File: config.mk
export PLATFORM = sky130hd
export DESIGN_NAME = thread_flag_poller
export DESIGN_NICKNAME = d
export VERILOG_FILES = /design/src/rtl/tfp_pkg.sv /design/src/rtl/tfp_sync.sv /design/src/rtl/tfp_slot_seq.sv /design/src/rtl/tfp_timeout.sv /design/src/rtl/thread_flag_poller.sv
export SDC_FILE = /design/constraint.sdc
export NUM_CORES = 1
export LEC_CHECK = 0
export BUFFER_PORTS_ARGS = -buffer_cell sky130_fd_sc_hd__clkbuf_2
export CELL_PAD_IN_SITES_DETAIL_PLACEMENT = 0
export CELL_PAD_IN_SITES_GLOBAL_PLACEMENT = 1
export CORE_ASPECT_RATIO = 0.75
export CORE_MARGIN = 1
export CORE_UTILIZATION = 45
export CTS_BUF_LIST = sky130_fd_sc_hd__clkbuf_4
export DETAILED_ROUTE_END_ITERATION = 16
export GPL_TIMING_DRIVEN = 0
export HOLD_SLACK_MARGIN = 0.02
export PLACE_DENSITY_LB_ADDON = 0.1
export REMOVE_ABC_BUFFERS = 1
export SLEW_MARGIN = 20
export SYNTH_ARGS = -nofsm -noshare
export SYNTH_HDL_FRONTEND = slang
export SYNTH_SLANG_ARGS = --single-unit
export TNS_END_PERCENT = 30
File: constraint.sdc
create_clock -name clk -period 2.4 [get_ports clk]
set_clock_uncertainty 0.15 [all_clocks]
set_input_delay 0 -clock clk [delete_from_list [all_inputs] [get_ports clk]]
set_output_delay 0 -clock clk [all_outputs]
set_load 0.005 [all_outputs]
File: src/rtl/tfp_pkg.sv
package tfp_pkg;

    typedef enum logic [1:0] {
        PS_SETTLE = 2'd0,
        PS_BURST  = 2'd1,
        PS_NEXT   = 2'd2
    } poll_st_e;

    typedef struct packed {
        logic is_rd;
        logic start_ok;
        logic keep_ok;
        logic local_ok;
    } burst_view_t;

    function automatic logic flag_on(input logic raw, input logic act_low);
        return raw ^ act_low;
    endfunction

endpackage

File: src/rtl/tfp_sync.sv
module tfp_sync #(
    parameter int          W       = 1,
    parameter logic [W-1:0] RST_VAL = '0
) (
    input  logic         clk,
    input  logic         rst,
    input  logic [W-1:0] d,
    output logic [W-1:0] q
);
    logic [W-1:0] meta;

    always_ff @(posedge clk) begin
        if (rst) begin
            meta <= RST_VAL;
            q    <= RST_VAL;
        end else begin
            meta <= d;
            q    <= meta;
        end
    end
endmodule

File: src/rtl/tfp_slot_seq.sv
module tfp_slot_seq #(
    parameter int                     NUM_SLOTS = 3,
    parameter logic [2*NUM_SLOTS-1:0] SEQ       = '0
) (
    input  logic       clk,
    input  logic       rst,
    input  logic       advance,
    output logic [1:0] thread
);
    localparam int SW = (NUM_SLOTS > 1) ? $clog2(NUM_SLOTS) : 1;
    localparam logic [SW-1:0] LAST = SW'(NUM_SLOTS - 1);

    logic [SW-1:0] slot;

    always_ff @(posedge clk) begin
        if (rst)
            slot <= '0;
        else if (advance)
            slot <= (slot == LAST) ? '0 : slot + 1'b1;
    end

    assign thread = SEQ[2*int'(slot) +: 2];
endmodule

File: src/rtl/tfp_timeout.sv
module tfp_timeout #(
    parameter int TIMEOUT_CYC = 64
) (
    input  logic clk,
    input  logic rst,
    input  logic active,
    output logic err
);
    localparam int TW = $clog2(TIMEOUT_CYC + 1);

    logic [TW-1:0] cnt;

    always_ff @(posedge clk) begin
        if (rst) begin
            cnt <= '0;
            err <= 1'b0;
        end else begin
            if (!active)
                cnt <= '0;
            else if (cnt != TW'(TIMEOUT_CYC))
                cnt <= cnt + 1'b1;
            if (active && cnt == TW'(TIMEOUT_CYC - 1))
                err <= 1'b1;
        end
    end
endmodule

File: src/rtl/thread_flag_poller.sv
module thread_flag_poller
    import tfp_pkg::*;
#(
    parameter int                     NUM_SLOTS      = 3,
    parameter logic [2*NUM_SLOTS-1:0] SEQ            = {2'd3, 2'd1, 2'd0},
    parameter logic [3:0]             THREAD_IS_READ = 4'b1000,
    parameter int                     SETTLE_CYC     = 16,
    parameter int                     MAX_WORDS      = 8,
    parameter int                     TIMEOUT_CYC    = 64,
    parameter logic                   CUR_ACT_LOW    = 1'b1,
    parameter logic [3:0]             DED_ACT_LOW    = 4'b1111
) (
    input  logic       clk,
    input  logic       rst,
    input  logic       cur_flag_raw,
    input  logic [3:0] ded_flag_raw,
    input  logic       src_empty,
    input  logic       snk_full,
    output logic       thr_addr_lsb,
    output logic       thr_addr_msb,
    output logic       wr_strobe,
    output logic       rd_strobe,
    output logic       err_timeout
);
    localparam int SCW = $clog2(SETTLE_CYC + 1);
    localparam int WCW = $clog2(MAX_WORDS + 1);

    logic [4:0]     flags_s;
    logic           cur_on;
    logic [3:0]     ded_on;
    logic [1:0]     thread;
    poll_st_e       st;
    logic [SCW-1:0] settle_cnt;
    logic [WCW-1:0] words;
    burst_view_t    bv;
    logic           strobe;

    tfp_sync #(
        .W      (5),
        .RST_VAL({DED_ACT_LOW, CUR_ACT_LOW})
    ) u_sync (
        .clk(clk),
        .rst(rst),
        .d  ({ded_flag_raw, cur_flag_raw}),
        .q  (flags_s)
    );

    assign cur_on = flag_on(flags_s[0], CUR_ACT_LOW);

    for (genvar t = 0; t < 4; t++) begin : g_ded
        assign ded_on[t] = flag_on(flags_s[t+1], DED_ACT_LOW[t]);
    end

    tfp_slot_seq #(
        .NUM_SLOTS(NUM_SLOTS),
        .SEQ      (SEQ)
    ) u_seq (
        .clk    (clk),
        .rst    (rst),
        .advance(st == PS_NEXT),
        .thread (thread)
    );

    always_comb begin
        bv.is_rd    = THREAD_IS_READ[thread];
        bv.start_ok = bv.is_rd ? (cur_on && ded_on[thread]) : cur_on;
        bv.keep_ok  = cur_on && (words < WCW'(MAX_WORDS));
        bv.local_ok = bv.is_rd ? !snk_full : !src_empty;
    end

    assign strobe = (st == PS_BURST) && bv.keep_ok && bv.local_ok;

    always_ff @(posedge clk) begin
        if (rst) begin
            st         <= PS_SETTLE;
            settle_cnt <= '0;
            words      <= '0;
        end else begin
            case (st)
                PS_SETTLE: begin
                    if (settle_cnt == SCW'(SETTLE_CYC - 1)) begin
                        st    <= bv.start_ok ? PS_BURST : PS_NEXT;
                        words <= '0;
                    end else begin
                        settle_cnt <= settle_cnt + 1'b1;
                    end
                end
                PS_BURST: begin
                    if (!bv.keep_ok)
                        st <= PS_NEXT;
                    else if (strobe)
                        words <= words + 1'b1;
                end
                default: begin
                    st         <= PS_SETTLE;
                    settle_cnt <= '0;
                end
            endcase
        end
    end

    tfp_timeout #(
        .TIMEOUT_CYC(TIMEOUT_CYC)
    ) u_tmo (
        .clk   (clk),
        .rst   (rst),
        .active((st == PS_BURST) && bv.is_rd),
        .err   (err_timeout)
    );

    assign thr_addr_lsb = thread[0];
    assign thr_addr_msb = thread[1];
    assign wr_strobe    = strobe && !bv.is_rd;
    assign rd_strobe    = strobe && bv.is_rd;
endmodule

[Yosys cells after proc, flatten, opt, wreduce, memory -nomap -nowiden]
Cells that the tools add are included.
Storage, ports and cells
  input port bits: 9
  flip-flop bits (word level): 31
  output and inout bits: 5
  logic and storage cells: 67
  memory bits (writable): 0
  memories kept: 0
  bits in read-only memories: 0
  latch bits: 0
Operators by class
  $mul: 0
  eq/ne operators: 11
  add/subtract/negate cells: 4
  multiplexer cells: 17
  bitwise gates (word level): 7
  shift-type cells: 1
  $lt $le $gt $ge: 2
  divide/modulo/power cells: 0
  reduce and logical (&&, ||, !) cells: 17
Operators with widths (count)
  $mux 4: 3
  $ne 2x2->1 const B: 5
  $pmux 5 s2: 1
  $logic_and 1x1->1: 8
  $mux 2: 4
  $pmux 4 s2: 1
  $add 7x1->7 const B: 1
  $eq 7x6->1 const B: 1
  $ne 7x7->1 const B: 1
  $not 1->1: 7
  $shiftx 6x4->2 const A: 1
  $add 5x1->5 const B: 1
  $eq 5x4->1 const B: 1
  $mux 5: 1
  $add 4x1->4 const B: 1
  $bmux 1 s2: 2
  $eq 2x2->1 const B: 2
  $lt 4x4->1 const B: 1
  $mux 1: 4
  $pmux 2 s2: 1
  $reduce_and 2->1: 2
  $reduce_and 4->1: 1
  $logic_not 1->1: 3
  $lt 2x3->1 const B: 1
  other kinds (5): 5

[Logic depth before layout (Yosys ltp)]
  depth after elaboration: 8
  mapped depth: 6

[Hierarchy]
A second synthesis with hierarchy kept.
Unflattened totals
  cell total of the unflattened synthesis: 142
  area, all modules: 1343.8 um^2
By module, submodules not included
  thread_flag_poller: instances 1, area each 588.1 um^2, cells an instance 67
  tfp_timeout: instances 1, area each 380.4 um^2, cells an instance 44
  tfp_sync: instances 1, area each 262.8 um^2, cells an instance 20
  tfp_slot_seq: instances 1, area each 112.6 um^2, cells an instance 11

[Least setup slack after synthesis]
Ideal clock, no wire load.
  path type: register to register
  start point: register settle_cnt[0]
  end point: register st[0]
  buffers on the path: 0
  cell stages (with the launch flop): 7
  slack: 0.493 ns
  data required time: 2.180 ns
  arrival time: 1.687 ns
  period minus slack after synthesis: 1.907 ns
  library setup time: 0.070 ns
  cells stage by stage: dfxtp_1 -> ha_1 -> and3_1 -> ha_1 -> or3b_2 -> a211o_1 -> a21oi_1
On the way
  cells in the longest elaborated chain, start to end: 3
Ends and longest elaborated chain
  start: declaration: RTL line thread_flag_poller.sv:33  | logic [SCW-1:0] settle_cnt;
  start signal: assignment: RTL line thread_flag_poller.sv:85  | settle_cnt <= settle_cnt + 1'b1;
  $eq 5x4->1: RTL line thread_flag_poller.sv:81  | if (settle_cnt == SCW'(SETTLE_CYC - 1)) begin
  $ne 2x2->1 (no line)
  $reduce_and 2->1 (no line)
  end signal: assignment: RTL line thread_flag_poller.sv:82  | st <= bv.start_ok ? PS_BURST : PS_NEXT;
  end: declaration: RTL line thread_flag_poller.sv:32  | poll_st_e st;
Every way passes these cells.
A chain may end at the register's enable or synchronous reset.

[Worst setup path in the final report]
Same ends and word-level chain as after synthesis.

==> reports/metrics.yaml <==
final_hold_viol_count: 0
htree_levels: 1
dieHeight_um: 46.8
first_iter_violations: 43
synth.avg_cell_area_um2: 9.41
first_global_vias: 819
grt_max_degree: 15
clkTransAtPathRegs_ns: 0.14
clk_latency_ns: 0.31
r2r_cells: 6
cp-end-kind: "flop"
status: "finished, final reports clean"
diodes: 0
synth_compound_area_share_pct: 11.9
num-nets-final: 166
routed_wl_um: 2080
grt-ovfl-total: 0
multiInputGateArea_um2: 622
core_mm2: 0.00242
pwr-share-comb_pct: 5.8
period_share_pct: 86.7
finalWorstSetupSlack_ns: 0.319
rrSetupSlack_ns: 0.32
worst_slew_pin_slew_ns: 0.568
r2r_start: "settle_cnt[0]$_SDFFE_PP0P_"
finalSetupViolCount: 0
regArea_um2: 541
synthXorXnorAreaFrac_pct: 3.63
p_total_w: 0.000704
cts_sinks: 27
synth_top_area_share_pct: 44.9
reg2reg_to: "st[0]$_SDFFE_PP0P_"
async_flop_share_pct: 0
n_fill_cell: 221
cap_violations: 0
start_util_pct: 49.8
finalCriticalPeriod_ns: 2.08
synth-simple-area-share_pct: 23.4
drt-wirelength-per-cell_um: 11.4
p_switching_w: 0.000146
critPathMaxStageDelay_ns: 0.49
slew-limit-headroom_pct: 61.6
synthAdderAreaFrac_pct: 8.31
ir_worst_vdd_v: 0.000362
synth.distinct_cells: 34
cellInternalPower_w: 0.000559
crit_path_start_kind: "flop"
synth_edf_count: 0
crit_arrival_ns: 2.18
cp_slowest_cell: "or3b_2"
dpl_worst_slack_ns: 0.344
max_freq_ghz: 0.481
hp-start: "u_sync.meta[3]$_SDFF_PP1_"
pwr-share-clk_pct: 28.6
holdPathStages: 1
path_cells: "ha_1 > and3_1 > ha_1 > or3b_2 > a211o_1 > a21oi_1"
fp.dieArea_mm2: 0.00289
holdPathEnd: "u_sync.q[3]$_SDFF_PP1_"
cts_resized: 0
ios: 14
synth_top_family_by_area: "simple AND/OR/NAND/NOR gates"
gp_congestion: 0.781
critical_path_class: "flop to flop"
core.rowCount: 15
crit_required_ns: 2.50
area_growth_pct: 17.2
ant_nets: 0
critPathMaxFanout: 6
ys_seq_area_share_pct: 44.9
synth_cells: 128
slew_violations: 0
synth_seq_cells: 27
synthMostInstantiatedCell: "dfxtp_1"
seq_power_share_pct: 65.6
grt_usage_pct: 16.6
grt_setup_unrepaired: "no"
yosys_warnings: 0
clk_path_buf_depth: 2
cts_buffers: 3
dieWidth_um: 61.8
switching_share_pct: 20.7
antenna_found_initial: 0
drc: 0
setup-tns-final_ns: 0
firstDrtPassIters: 4
p_leak_nw: 0.527
postCtsSetupRepairBufs: 0
root_buffer: "clkbuf_4"
hold_path.class: "flop to flop"
place_hpwl_um: 1440
synth_flop_cell: "dfxtp_1"
io_buffers: 11
synthMuxAreaShare_pct: 4.36
yosysTopAreaCell: "dfxtp_1"
synthTopCellsByArea: "dfxtp_1 (45%), ha_1 (8.3%), a21oi_1 (3.7%), or2_2 (3.6%), nor2_1 (3.1%)"
avgViaCountPerCell: 5.03
dr_total_vias: 916
cts_hold_buffers: 10
drive_gt1_share_pct: 16.9
synth_common_cells: "dfxtp_1 (27), nor2_1 (10), a21oi_1 (9)"
power.density_mw_per_mm2: 499
synth_area_mm2: 0.00120
grt_pass1_wl_um: 3420
cts_tree: "built"
path_common_cell: "ha_1"
-- area by class of cell --
type,instances,area share [%]
inverter,6,1.59
tap,34,3.01
sequential,27,38.3
clock buffer,4,2.13
timing repair buffer,21,11.0
multi-input combinational,90,44.0
-- power by group through the flow --
stage / Combinational, W / Sequential [W] / Clock, W
2_1_floorplan: 0.0000175 / 0.000471 / 0
3_3_place_gp: 0.0000274 / 0.000472 / 0
3_5_place_dp: 0.0000283 / 0.000472 / 0
4_1_cts: 0.0000407 / 0.000462 / 0.000213
5_1_grt: 0.0000453 / 0.000464 / 0.000224
6_report: 0.0000409 / 0.000462 / 0.000201
-- through the flow --
| stage | instances | area, um^2 | hold WS [ns] | utilization [%] |
|---|---|---|---|---|
| 6_report | 182 | 1410 | 0.274 | 58.3 |
| 3_5_place_dp | 168 | 1280 | 0.0348 | 53.0 |
| 3_3_place_gp | 168 | 1280 | 0.0352 | 53.0 |
| 4_1_cts | 182 | 1410 | 0.277 | 58.3 |
| 5_1_grt | 182 | 1410 | 0.286 | 58.3 |
| 2_1_floorplan | 123 | 1180 | -0.117 | - |
-- kinds of logic after synthesis --
logic type	count (synthesis)
multiplexers	5
adder cells (fa/ha/maj)	8
AO/OA/AOI/OAI	24
flip-flops	27
XOR/XNOR	5
buffers and inverters	11
AND/OR/NAND/NOR	48
-- worst max path at each step --
stage / startpoint / to / depth (start not counted)
floorplan: settle_cnt[0]$_SDFFE_PP0P_ / st[0]$_SDFFE_PP0P_ / 6
global placement: settle_cnt[0]$_SDFFE_PP0P_ / st[0]$_SDFFE_PP0P_ / 6
detailed placement: settle_cnt[0]$_SDFFE_PP0P_ / st[0]$_SDFFE_PP0P_ / 6
CTS: settle_cnt[0]$_SDFFE_PP0P_ / st[0]$_SDFFE_PP0P_ / 6
global route: settle_cnt[0]$_SDFFE_PP0P_ / st[0]$_SDFFE_PP0P_ / 6
finish: settle_cnt[0]$_SDFFE_PP0P_ / st[0]$_SDFFE_PP0P_ / 6
-- state kept, by name (all words and copies together) (netlist names) --
name / flops
u_sync.meta: 3
u_tmo.cnt: 7
u_seq.slot: 2
words: 4
st: 2
u_sync.q: 3
settle_cnt: 5
u_tmo.err: 1
-- placed cells by master, fill, tap and decap left out --
master	Yosys	layout
a211o_1	1	1
dfxtp_1	27	27
o21bai_1	1	1
or4bb_1	1	1
nor3b_1	2	2
xnor2_1	3	3
or2_2	7	7
o21a_1	1	1
nand3_1	5	5
mux2_2	2	2
or4_1	2	2
mux2i_1	3	3
or4b_1	2	2
nor3_1	3	3
or2b_1	1	1
o41ai_1	1	1
and3_1	2	2
dlygate4sd3_1	0	10
a21oi_1	9	9
inv_1	6	6
a211oi_1	2	2
nor4_1	1	1
nand2b_1	3	3
o21ai_0	6	6
or3_1	4	4
clkbuf_2	1	11
o31ai_1	2	2
ha_1	8	8
nor2_1	10	10
a31oi_1	1	1
xor2_1	2	2
clkbuf_4	0	4
nor4b_1	1	1
nand2_1	3	3
or3b_2	1	1
-- critical path, delay by kind of cell (launching register included) --
kind / cells / cell delay [ns]
adders and majority gates: 2 / 0.40
DFF: 1 / 0.40
AOI/OAI and AO/OA: 2 / 0.42
and+or+nand+nor: 2 / 0.64
-- metal layers --
layer	share of wire, %	up-vias	GRT usage [%]
met3	4.2	2	5.79
met1	51	408	20.8
li1	-	491	-
met4	0.48	0	2.67
met5	0	-	0
met2	44	15	28.6
(Power assumes the default switching activity.)
